### src/rtl/dg_pkg.sv
package dg_pkg;

   typedef enum logic [1:0] {
      ACC_READ  = 2'd0,
      ACC_WRITE = 2'd1,
      ACC_FETCH = 2'd2,
      ACC_RSVD  = 2'd3
   } acc_kind_e;

   // Attribute word: bit 4 valid, 3 kernel-only, 2 execute, 1 write, 0 read
   typedef struct packed {
      logic valid;
      logic kern;
      logic x;
      logic w;
      logic r;
   } dom_attr_t;

   localparam int ATTR_W = $bits(dom_attr_t);

endpackage

### src/rtl/dg_regfile.sv
module dg_regfile
   import dg_pkg::*;
#(
   parameter int ADDR_W  = 32,
   parameter int NUM_DOM = 4,
   parameter int IDX_W   = 2
) (
   input  logic                           clk,
   input  logic                           rst_n,
   input  logic                           cfg_we,
   input  logic                           cfg_sup,
   input  logic [IDX_W-1:0]               cfg_sel,
   input  logic [ADDR_W-1:0]              cfg_lo,
   input  logic [ADDR_W-1:0]              cfg_hi,
   input  dom_attr_t                      cfg_attr,
   output logic [NUM_DOM-1:0][ADDR_W-1:0] lo_q,
   output logic [NUM_DOM-1:0][ADDR_W-1:0] hi_q,
   output dom_attr_t [NUM_DOM-1:0]        attr_q,
   output logic                           cfg_illegal
);

   logic wr_ok;
   assign wr_ok       = cfg_we & cfg_sup;
   assign cfg_illegal = cfg_we & ~cfg_sup;

   for (genvar i = 0; i < NUM_DOM; i++) begin : g_ent
      logic hit_sel;
      assign hit_sel = wr_ok && (cfg_sel == IDX_W'(i));

      always_ff @(posedge clk or negedge rst_n) begin
         if (!rst_n) begin
            lo_q[i]   <= '0;
            hi_q[i]   <= '0;
            attr_q[i] <= '0;
         end else if (hit_sel) begin
            lo_q[i]   <= cfg_lo;
            hi_q[i]   <= cfg_hi;
            attr_q[i] <= cfg_attr;
         end
      end

      assert_write_lands_R9: assert property (@(posedge clk) disable iff (!rst_n)
         (cfg_we && cfg_sup && cfg_sel == IDX_W'(i)) |=>
            (lo_q[i] == $past(cfg_lo) && hi_q[i] == $past(cfg_hi) &&
             attr_q[i] == $past(cfg_attr)));
   end

   assert_user_write_ignored_R10: assert property (@(posedge clk) disable iff (!rst_n)
      (cfg_we && !cfg_sup) |=> ($stable(lo_q) && $stable(hi_q) && $stable(attr_q)));

   logic [NUM_DOM-1:0] valid_vec;
   always_comb begin
      for (int k = 0; k < NUM_DOM; k++) valid_vec[k] = attr_q[k].valid;
   end

   assert_reset_invalid_R1: assert property (@(posedge clk)
      $rose(rst_n) |-> (valid_vec == '0));

endmodule

### src/rtl/dg_match.sv
module dg_match
   import dg_pkg::*;
#(
   parameter int ADDR_W = 32
) (
   input  logic [ADDR_W-1:0] addr,
   input  acc_kind_e         kind,
   input  logic              sup,
   input  logic [ADDR_W-1:0] lo,
   input  logic [ADDR_W-1:0] hi,
   input  dom_attr_t         attr,
   output logic              hit,
   output logic              allow
);

   logic type_ok;

   always_comb begin
      unique case (kind)
         ACC_READ:  type_ok = attr.r;
         ACC_WRITE: type_ok = attr.w;
         ACC_FETCH: type_ok = attr.x;
         default:   type_ok = 1'b0;
      endcase
   end

   // Inclusive window; an inverted window can satisfy neither side together
   assign hit   = attr.valid && (addr >= lo) && (addr <= hi);
   assign allow = hit && type_ok && (sup || !attr.kern);

endmodule

### src/rtl/dg_resolve.sv
module dg_resolve #(
   parameter int NUM_DOM = 4
) (
   input  logic               clk,
   input  logic               rst_n,
   input  logic               acc_valid,
   input  logic [NUM_DOM-1:0] hit_vec,
   input  logic [NUM_DOM-1:0] allow_vec,
   output logic               grant,
   output logic               f_bounds,
   output logic               f_perm
);

   logic any_hit, any_allow;
   assign any_hit   = |hit_vec;
   assign any_allow = |allow_vec;

   assign grant    = acc_valid & any_allow;
   assign f_bounds = acc_valid & ~any_hit;
   assign f_perm   = acc_valid & any_hit & ~any_allow;

   assert_one_outcome_R12: assert property (@(posedge clk) disable iff (!rst_n)
      acc_valid |-> ($countones({grant, f_bounds, f_perm}) == 1));

   assert_idle_quiet_R11: assert property (@(posedge clk) disable iff (!rst_n)
      !acc_valid |-> !(grant || f_bounds || f_perm));

   assert_bounds_no_hit_R4: assert property (@(posedge clk) disable iff (!rst_n)
      f_bounds |-> (hit_vec == '0));

   assert_perm_has_hit_R6: assert property (@(posedge clk) disable iff (!rst_n)
      f_perm |-> (hit_vec != '0 && allow_vec == '0));

   assert_grant_any_R7: assert property (@(posedge clk) disable iff (!rst_n)
      (acc_valid && allow_vec != '0) |-> grant);

endmodule

### src/rtl/mem_domain_guard.sv
module mem_domain_guard
   import dg_pkg::*;
#(
   parameter int ADDR_W  = 32,
   parameter int NUM_DOM = 4,
   localparam int IDX_W  = (NUM_DOM > 1) ? $clog2(NUM_DOM) : 1
) (
   input  logic              clk,
   input  logic              rst_n,
   input  logic              acc_valid,
   input  logic [ADDR_W-1:0] acc_addr,
   input  logic [1:0]        acc_kind,
   input  logic              priv_sup,
   input  logic              cfg_we,
   input  logic [IDX_W-1:0]  cfg_sel,
   input  logic [ADDR_W-1:0] cfg_lo,
   input  logic [ADDR_W-1:0] cfg_hi,
   input  logic [4:0]        cfg_attr,
   output logic              acc_grant,
   output logic              fault_bounds,
   output logic              fault_perm,
   output logic              cfg_illegal
);

   if (ADDR_W < 2 || ADDR_W > 64) begin : g_bad_addr
      $error("mem_domain_guard: ADDR_W out of range");
   end
   if (NUM_DOM < 1 || NUM_DOM > 64) begin : g_bad_dom
      $error("mem_domain_guard: NUM_DOM out of range");
   end

   logic [NUM_DOM-1:0][ADDR_W-1:0] lo_q, hi_q;
   dom_attr_t [NUM_DOM-1:0]        attr_q;
   logic [NUM_DOM-1:0]             hit_vec, allow_vec;
   acc_kind_e                      kind;

   assign kind = acc_kind_e'(acc_kind);

   dg_regfile #(
      .ADDR_W (ADDR_W),
      .NUM_DOM(NUM_DOM),
      .IDX_W  (IDX_W)
   ) u_regs (
      .clk        (clk),
      .rst_n      (rst_n),
      .cfg_we     (cfg_we),
      .cfg_sup    (priv_sup),
      .cfg_sel    (cfg_sel),
      .cfg_lo     (cfg_lo),
      .cfg_hi     (cfg_hi),
      .cfg_attr   (dom_attr_t'(cfg_attr)),
      .lo_q       (lo_q),
      .hi_q       (hi_q),
      .attr_q     (attr_q),
      .cfg_illegal(cfg_illegal)
   );

   for (genvar i = 0; i < NUM_DOM; i++) begin : g_cmp
      dg_match #(.ADDR_W(ADDR_W)) u_match (
         .addr (acc_addr),
         .kind (kind),
         .sup  (priv_sup),
         .lo   (lo_q[i]),
         .hi   (hi_q[i]),
         .attr (attr_q[i]),
         .hit  (hit_vec[i]),
         .allow(allow_vec[i])
      );
   end

   dg_resolve #(.NUM_DOM(NUM_DOM)) u_res (
      .clk      (clk),
      .rst_n    (rst_n),
      .acc_valid(acc_valid),
      .hit_vec  (hit_vec),
      .allow_vec(allow_vec),
      .grant    (acc_grant),
      .f_bounds (fault_bounds),
      .f_perm   (fault_perm)
   );

   assert_kernel_user_R8: assert property (@(posedge clk) disable iff (!rst_n)
      (acc_valid && !priv_sup && (allow_vec & hit_vec) == '0 && hit_vec != '0) |-> !acc_grant);

endmodule

### config.mk
export PLATFORM = sky130hd
export DESIGN_NAME = mem_domain_guard
export DESIGN_NICKNAME = d
export VERILOG_FILES = /design/src/rtl/dg_pkg.sv /design/src/rtl/dg_regfile.sv /design/src/rtl/dg_match.sv /design/src/rtl/dg_resolve.sv /design/src/rtl/mem_domain_guard.sv
export SDC_FILE = /design/constraint.sdc
export NUM_CORES = 1
export LEC_CHECK = 0
export BUFFER_PORTS_ARGS = -buffer_cell sky130_fd_sc_hd__buf_2
export CAP_MARGIN = 20
export CORE_MARGIN = 2
export CORE_UTILIZATION = 60
export CTS_CLUSTER_DIAMETER = 80
export DETAILED_ROUTE_END_ITERATION = 7
export PLACE_DENSITY = 0.83
export SYNTH_ARGS = -nofsm -noshare
export SYNTH_HDL_FRONTEND = slang
export SYNTH_SLANG_ARGS = --single-unit
### constraint.sdc
create_clock -name clk -period 2.9 [get_ports clk]
set_clock_uncertainty 0.2 [all_clocks]
set_input_delay 0.29 -clock clk [delete_from_list [all_inputs] [get_ports clk]]
set_output_delay 0.29 -clock clk [all_outputs]
set_load 0.03 [all_outputs]
After elaboration in Yosys (flattened, before gate mapping)
Cells that the tools add are included.
{ "classes": {"add_sub_neg": 0, "n_shift": 0, "mul": 0, "order_cmp": 8, "eq_ne": 5, "n_mux": 4, "n_div": 0, "bitwise": 9, "n_reduce_logical": 32} }
{ "ops": {"columns": ["operator", "count"], "rows": [
  ["greater-or-equal comparator 32 bit", 4],
  ["<= comparator 32 bit", 4],
  ["logical AND 1 bit", 20],
  ["one-hot mux 1 bit (3 select lines)", 4],
  ["OR reduction 4 bit", 2],
  ["AND 1 bit", 6],
  ["equality test 2 bit, second input constant", 3],
  ["equality test 2 x 1 -> 1 bit, second input constant", 2],
  ["logical NOT 1 bit", 4],
  ["logical NOT 2 bit", 2],
  ["logical OR 1 bit", 4],
  ["inverter 1 bit", 3]
]} }
{ "word_totals": {"inputBits": 110, "latchBits": 0, "ramBits": 0, "mem_count": 0, "out_inout_bits": 4, "ff_bits": 276, "word_cells": 86, "rom_bits": 0} }

Longest topological paths before layout
Gate-level depths: netlist (run 1).
{ "logic_depth": {"word_depth": 8, "ltp_mapped": 10, "mapped_depth_nobuf": 10} }

Cells and area by module
Synthesis (run 1) repeated with hierarchy kept, for this count alone.
{ "hier_totals": {"hier_cells": 1527, "area_unflattened_um2": 16889.9} }
{ "modules_own_cells": {"columns": ["mod", "instances", "area_per_inst_um2", "cells_each", "seq_area_each_um2"], "rows": [
  ["dg_regfile", 1, 10267.3, 586, 6906.6],
  ["dg_match at g_cmp[0].u_match ...", 3, 1637.8, 232, 0.0],
  ["dg_match at g_cmp[2].u_match", 1, 1662.8, 240, 0.0],
  ["dg_resolve", 1, 46.3, 5, 0.0]
]} }

Worst setup path after synthesis (run 1)
OpenSTA, ideal clock, no wires.
{ "synth_timing": {"path_kind": "reg2out", "start": "register u_regs.hi_q[46] in the netlist's numbering", "end": "output port fault_bounds", "t_required_ns": 2.410, "stages_incl_launch_ff": 9, "n_path_buf": 0, "path_slack_ns": -0.264, "arrival_ns": 2.674, "cell_sequence": "dfrtp_1 > inv_1 > ha_1 > nand4_2 > or4_4 > a21o_1 > a31oi_1 > a221oi_2 > nor4_1"} }
{ "synth_between": {"elab_chain_cells": 5} }
{ "synth_lines": {"columns": ["element", "line_no", "source"], "rows": [
  ["start, declared", "dg_regfile.sv:17", "output logic [NUM_DOM-1:0][ADDR_W-1:0] hi_q,"],
  ["start signal, assigned by index", "dg_regfile.sv:37", "hi_q[i] <= cfg_hi;"],
  ["<= comparator 32 bit", "dg_match.sv:28", "assign hit = attr.valid && (addr >= lo) && (addr <= hi);"],
  ["logical AND 1 bit", "dg_match.sv:28", null],
  ["OR reduction 4 bit", "dg_resolve.sv:15", "assign any_hit = |hit_vec;"],
  ["inverter 1 bit", "dg_resolve.sv:19", "assign f_bounds = acc_valid & ~any_hit;"],
  ["AND 1 bit", "dg_resolve.sv:19", null],
  ["end, declared", "mem_domain_guard.sv:20", "output logic fault_bounds,"]
]} }
Every way passes these cells.

Worst setup path after layout (run 1)
{ "layout_timing": {"start": "register u_regs.hi_q[81] in the netlist's numbering", "end": "output port acc_grant"} }
{ "layout_between": {"elab_chain_cells": 6} }
{ "layout_lines": {"columns": ["element", "line_no", "source"], "rows": [
  ["<= comparator 32 bit", "dg_match.sv:28", null],
  ["logical AND 1 bit", "dg_match.sv:28", null],
  ["logical AND 1 bit (2 in a row)", "dg_match.sv:29", "assign allow = hit && type_ok && (sup || !attr.kern);"],
  ["OR reduction 4 bit", "dg_resolve.sv:16", "assign any_allow = |allow_vec;"],
  ["AND 1 bit", "dg_resolve.sv:18", "assign grant = acc_valid & any_allow;"],
  ["end, declared", "mem_domain_guard.sv:19", "output logic acc_grant,"]
]} }
Every way passes these cells.

==> results of run 1 <==
## placed cells by master, fill, tap and decap left out, types with 5 or more instances in the layout
cell,n
dfrtp_1,276
inv_1,247
ha_1,244
mux2_2,214
buf_4,127
nand2_1,124
buf_2,109
a21oi_1,91
o21ai_0,84
dlygate4sd3_1,70
nand4_1,33
clkbuf_16,31
nand3_1,27
nor2_1,27
ha_4,12
a21o_1,11
and4_1,11
buf_12,10
o21ai_1,9
clkbuf_8,9
nor3_1,8
nand2b_1,7
inv_2,6
nor2b_1,6
o211ai_1,6
a21oi_2,6
a211oi_1,6
nand2_2,5
a221o_1,5
clkbuf_1,5
## flip-flops by register name, indices dropped and copies added, names as in the netlist
name,flops
u_regs.hi_q,128
u_regs.lo_q,128
u_regs.attr_q,20
## metal layers
| metal | track usage, % | vias to the layer above |
|---|---|---|
| met5 | 0 | - |
| met3 | 5.23 | 135 |
| li1 | - | 6173 |
| met1 | 40.0 | 6491 |
| met4 | 14.3 | 0 |
| met2 | 54.3 | 487 |
## power by group
part | switching, mW | internal (mW) | total, mW
combinational | 2.31 | 2.15 | 4.46
sequential | 0.416 | 4.69 | 5.11
clock | 1.57 | 2.43 | 3.99
total | 4.30 | 9.26 | 13.6
## cell type report
type | instances | area [um2] | share of cell area, %
clock inverter | 7 | 110 | 0.528
multi-input combinational | 1021 | 9110 | 43.6
clock buffer | 45 | 918 | 4.40
inverter | 253 | 950 | 4.55
antenna | 1 | 2.50 | 0.0120
sequential | 276 | 6910 | 33.1
timing repair buffer | 320 | 2450 | 11.7
tap | 341 | 427 | 2.04
## cell families (layout without fill, tap and decap cells)
group                    count (synthesis)  in the layout  synth area share [%]
multiplexers                           218            218                  14.8
buffers and inverters                  290            625                  6.56
flip-flops                             276            276                  41.6
AO/OA/AOI/OAI                          271            271                  9.71
adder cells (fa/ha/maj)                256            256                  19.3
AND/OR/NAND/NOR                        276            276                  8.10
other                                    0              1                     0
## metrics by stage
step | instance area, um2 | hold WS, ns | worst slack (ns) | power [mW] | util, %
after global routing | 20900 | 0.194 | -1.01 | 14.3 | 77.2
after detailed placement | 18600 | 0.160 | -0.701 | 9.04 | 68.8
after global placement | 18600 | 0.154 | -0.703 | 8.76 | 68.8
final | 20900 | 0.141 | -0.931 | 13.6 | 77.2
after CTS | 20600 | 0.170 | -0.759 | 13.3 | 76.2
after floorplan | 16600 | -0.206 | -0.0360 | 7.46 | -
## what timing repair did
action                     CTS  global route
hold buffers                70             0
pin swaps                   27            27
buffers inserted             2             3
hold endpoints to repair   359             0
gates resized for setup     54            50
setup endpoints to repair    3             3
## worst max path at each step
stage / from / end / slack [ns]
after floorplan: u_regs.hi_q[46] / fault_perm / -0.04
after global routing: u_regs.hi_q[81] / acc_grant / -1.01
final: u_regs.hi_q[81] / acc_grant / -0.93
after CTS: u_regs.lo_q[105] / fault_bounds / -0.76
after detailed placement: acc_addr[15] / acc_grant / -0.70
after global placement: acc_addr[17] / fault_bounds / -0.70
==> impl_results.md, run 1 <==
* Outcome: finished, violations left
* Failing checks: setup timing
* Most frequent cell after synthesis: dfrtp_1
* Post-synth top area share at 41.6%
* Worst Tran Pin Value at 0.710 ns
* Filler-free cell count of the finished design at 2264
* Global-route wire length before repair at just over 70000 um
* Num CTS Buffers at 30
* Worst reg2reg endpoint: u_regs.attr_q[14]
* Top cells by count, synth: 276 x dfrtp_1, 256 x ha_1, 253 x inv_1, 214 x mux2_2, 130 x nand2_1
* Worst-path clk slew at roughly 0.060 ns
* Synthesized area at 0.0166 mm2
* Die W at 170 um
* Pwr dens at 650 mW/mm2
* Total Neg Setup Slack at -2.63 ns
* Max Buffers Root-to-Sink at 3
* Post-DP HPWL at about 31000 um
* Crit Path Class: register to output port
* DRT met1 WL at 18700 um
* Nets@finish at 2268
* Cells after DPL at 2136
* Synth Net Count at about 2000
* Number of synthesized flops with an enable pin at 0
* Clk sinks at 276
* Mapped Cells at 1587
* Initial antenna violation count at 0
* Worst r2r path cells at 2
* Drt drc at 0
* Share of cells above drive strength 1 at 30.7%
* CP arrival at 3.34 ns
* Buf/Inv on CP at 3
* Final slew viol count at 0
* Min cycle time layout at 3.83 ns
* Mean routed wirelength per cell at 20.2 um
* 1st-iter DRT viols at 934
* Area delta synth->final at 25.7%
* Async S/R FF share, synth at between 90% and 100%
* Routed wl met2 at 22300 um
* Vias at 13300
* Vias per cell at 5.87
* Crit path depth at 12
* Sequential-to-total area share from yosys stat at 41.6%
* Worst path max stage delay at 0.36 ns
* Initial DRT Pass Iterations at 5
* DIE HEIGHT at 170 um
* FMAX at ~260 MHz
* Gr usage total at 31.9%
* Ys flop type: dfrtp_1
* Worst-Skew Late Latency at 0.55 ns
* Unrepaired setup endpoints after global routing: true
* YS warnings at 0
* Die area at 0.0290 mm2
* Slowest CP cell: dfrtp_1
* H-tree Lvls at 1
* Grt ovf at 0
* Number of I/O pins at between 100 and 150
* Yosys top cell by area: dfrtp_1
* GPL Wtd Cong at about 0.9
* Layout fillers at 1623
* Most area-consuming cells after synthesis: dfrtp_1 42%, ha_1 19%, mux2_2 15%
* Final hold vios at 0
* Netlist cell types at 51
* FF+latch count, synth at between 200 and 300
* Root buf cell: clkbuf_16
* Core Rows at 60
* Critical path endpoint category: output port
* Final setup margin at -0.931 ns
* PortBufs at 113
* Number of global-route vias before repair at approximately 14000
* Req. time, crit path at 2.41 ns
* MaxCap Viol Count at 0
* WL met3 at 2540 um
* R2r setup slk at 1.79 ns
* DR top layer: met4
* Cell chain of the critical path: inv_1, ha_1, a21oi_1, o21ai_0, a211oi_1, o21ai_2, a32o_1, nor2_1, a221oi_4, buf_4, a21oi_4, buf_6
* Slew margin rel. at 52.7%
* ANT nets after route at 0
* Initial Util at 61.4%
* Routed wire length at roughly 46000 um
* CP startpoint kind: register
* Largest net degree at the start of global routing at 132
* Final Setup Violations at 3
* Standby leakage power at 10.3 nW
* Fin crit share at 132%
* Largest delay share family, worst path: compound AO/OA/AOI/OAI gates
* Worst hold path type: input port to asynchronous set/reset pin
* Largest fanout on the critical path at 2
* Average cell area after synthesis at between 10 and 15 um2
* Core ar. at around 0.027 mm2
* Reg2reg start: u_regs.attr_q[14]
* CTS tree: done
* Max VDD drop at 0.000431 V
(Power assumes the default switching activity.)
==> run 2: changes to the inputs <==
--- a/config.mk
+++ b/config.mk
@@ -5,13 +5,14 @@
 export SDC_FILE = /design/constraint.sdc
 export NUM_CORES = 1
 export LEC_CHECK = 0
-export BUFFER_PORTS_ARGS = -buffer_cell sky130_fd_sc_hd__buf_2
 export CAP_MARGIN = 20
 export CORE_MARGIN = 2
 export CORE_UTILIZATION = 60
 export CTS_CLUSTER_DIAMETER = 80
 export DETAILED_ROUTE_END_ITERATION = 7
-export PLACE_DENSITY = 0.83
+export DONT_BUFFER_PORTS = 1
+export MAX_ROUTING_LAYER = met4
+export PLACE_DENSITY = 0.8
 export SYNTH_ARGS = -nofsm -noshare
 export SYNTH_HDL_FRONTEND = slang
 export SYNTH_SLANG_ARGS = --single-unit
==> run 2 against run 1 <==
  * The flow finishes with violations (hold timing, setup timing)
  * Core utilization shrank 4.2 points
  * Critical endpoint is now fault_perm
  * Critical path depth shrank 1
  * Global-route usage shrank 0.78 points
==> impl_results.md, run 2 (same netlist as run 1, synthesis figures left out) <==
* Core Rows at 60
* Unrepaired setup endpoints after global routing: true
* Mean routed wirelength per cell at 20.6 um
* Share of cells above drive strength 1 at between 20% and 30%
* Post-DP HPWL at 29900 um
* # hold bufs at CTS at 69
* Total Power at 12.9 mW
* CP startpoint: u_regs.lo_q[50]
* ANT nets after route at 0
* GPL Wtd Cong at 0.935
* Dpl ws at -0.595 ns
* Worst hold path type: input port to asynchronous set/reset pin
* Final slew viol count at 0
* Reg2reg start: u_regs.lo_q[52]
* FMAX at 262 MHz
* Initial Util at 61.4%
* Pwr dens at 656 mW/mm2
* H-tree Lvls at 1
* Final cell utilization of the core at between 70 and 80%
* DIE HEIGHT at 170 um
* PortBufs at 0
* Number of global-route vias before repair at 13200
* Psw at 4.00 mW
* Layout fillers at 1751
* Largest fanout on the critical path at 3
* CP arrival at 3.33 ns
* Internal power at 8.93 mW
* Area delta synth->final at 18.8%
* Nets@finish at 2111
* Worst-Skew Late Latency at 0.55 ns
* Reg power frac at 39.4%
* Worst r2r path cells at 2
* Crit Path Class: register to output port
* Fin crit share at 132%
* Worst path max stage delay at 0.52 ns
* Register area at between 0.006 and 0.007 mm2
* Vias per cell at 5.98
* Max Buffers Root-to-Sink at 3
* Final hold vios at 277
* MaxCap Viol Count at 0
* Failing checks: hold timing, setup timing
* Final setup margin at -0.923 ns
* Slowest CP cell: a2111oi_4
* 1st-iter DRT viols at 958
* Largest regs: u_regs.hi_q x128, u_regs.lo_q x128, u_regs.attr_q x20
* Standby leakage power at 9.62 nW
* Comb pwr share at 30.4%
* Most common cell after layout, fill and taps aside: dfrtp_1
* Slew margin rel. at roughly half
* Num CTS Buffers at 29
* Total Neg Setup Slack at -2.56 ns
* Initial DRT Pass Iterations at 5
* Cell chain of the critical path: inv_1, ha_4, nand2_2, o21ai_2, a221o_1, a2111oi_4, a221oi_4, and2_4, a221oi_4, and3_4, buf_6
* Gr usage total at a little under a third
* Worst hold slack at -0.761 ns
* Filler-free cell count of the finished design at approximately 2100
* CP startpoint kind: register
* Most used cell along the critical path: a221oi_4
* R2r setup slk at about 1.8 ns
* Switching portion of total power at 30.9%
* Root buf cell: clkbuf_16
* Die W at 170 um
* Req. time, crit path at approximately 2.4 ns
* Core ar. at about 0.027 mm2
* Vias at 12600
* Max VDD drop at 0.000468 V
* Clock network fraction of total power at slightly above 30%
* Number of I/O pins at 114
* Most frequent cells in the layout: 276 x dfrtp_1, 249 x inv_1, 248 x ha_1
* Critical path endpoint category: output port
* Grt ovf at 0
* Drt drc at 0
* Worst reg2reg endpoint: u_regs.lo_q[52]
* Die area at 0.0290 mm2
* Largest net degree at the start of global routing at 277
* Clk sinks at 276
* Final Setup Violations at 3
* Initial antenna violation count at 1
* CTS tree: done
* Cells after DPL at 1980
* Global-route wire length before repair at 68600 um
* Routed wire length at 43500 um
* Area of the multi-input gates at between 0.008 and 0.009 mm2
* Min cycle time layout at 3.82 ns
* Outcome: finished, violations left
* Worst-path clk slew at 0.06 ns
* Worst Tran Pin Value at 0.735 ns
[run 2: changes by cell type in the layout (fill, tap and decap cells not counted), moves of 5 or more]
cell	delta
buf_4	-39
buf_2	-109
buf_12	-5
clkbuf_8	-5
[run 2: worst max-delay path by stage]
stage / to / slack (ns) / cells past startpoint
after floorplan: fault_perm / -0.04 / 10
after global placement: fault_perm / -0.61 / 12
after detailed placement: fault_perm / -0.60 / 12
after CTS: acc_grant / -0.75 / 12
after global routing: fault_perm / -0.96 / 11
final: fault_perm / -0.92 / 11
[run 2: worst max-delay path: cells and delay by family (launching register included)]
kind / cells / cell delay, ns
buffers and inverters: 2 / 0.26
AND/OR/NAND/NOR: 3 / 0.54
adder cells (fa/ha/maj): 1 / 0.23
AO/OA/AOI/OAI: 5 / 1.37
flip-flops: 1 / 0.38
[run 2: layer usage]
layer  wire (um)  share of wire, %  global-route usage (%)
met1       18000                41                    37.9
met3        2400               5.5                    4.60
met4        1640               3.8                    10.7
met2       21400                49                    53.0
met5           0                 0                       -
[run 2: layout make-up]
cell class / instances / area share (%)
Antenna cell: 1 / 0.0127
Clock buffer: 37 / 4.03
Clock inverter: 15 / 0.964
Inverter: 253 / 4.81
Multi-Input combinational cell: 1021 / 45.5
Sequential cell: 276 / 35.0
Tap cell: 341 / 2.16
Timing Repair Buffer: 164 / 7.47
[run 2: timing repair]
| item | 4_1_cts | 5_1_grt |
|---|---|---|
| setup endpoints to repair | 3 | 3 |
| setup buffers | 5 | 1 |
| resized for setup | 51 | 23 |
| pin swaps | 28 | 18 |
| endpoints found under the hold margin | 552 | 276 |
[run 2: through the flow]
stage | hold WS (ns) | area [um2]
after floorplan | -0.206 | 16600
after global placement | -0.190 | 17600
after detailed placement | -0.192 | 17600
after CTS | -0.768 | 19600
after global routing | -0.768 | 19700
final | -0.761 | 19700
[run 2: power groups by stage]
stage          Combinational [mW]  Sequential, mW  Clock [mW]
3_3_place_gp                 3.25            5.09           0
3_5_place_dp                 3.46            5.14           0
4_1_cts                      3.78            5.08        3.93
5_1_grt                      4.40            5.18        4.07
6_report                     3.94            5.10        3.90
2_1_floorplan                2.45            5.01           0
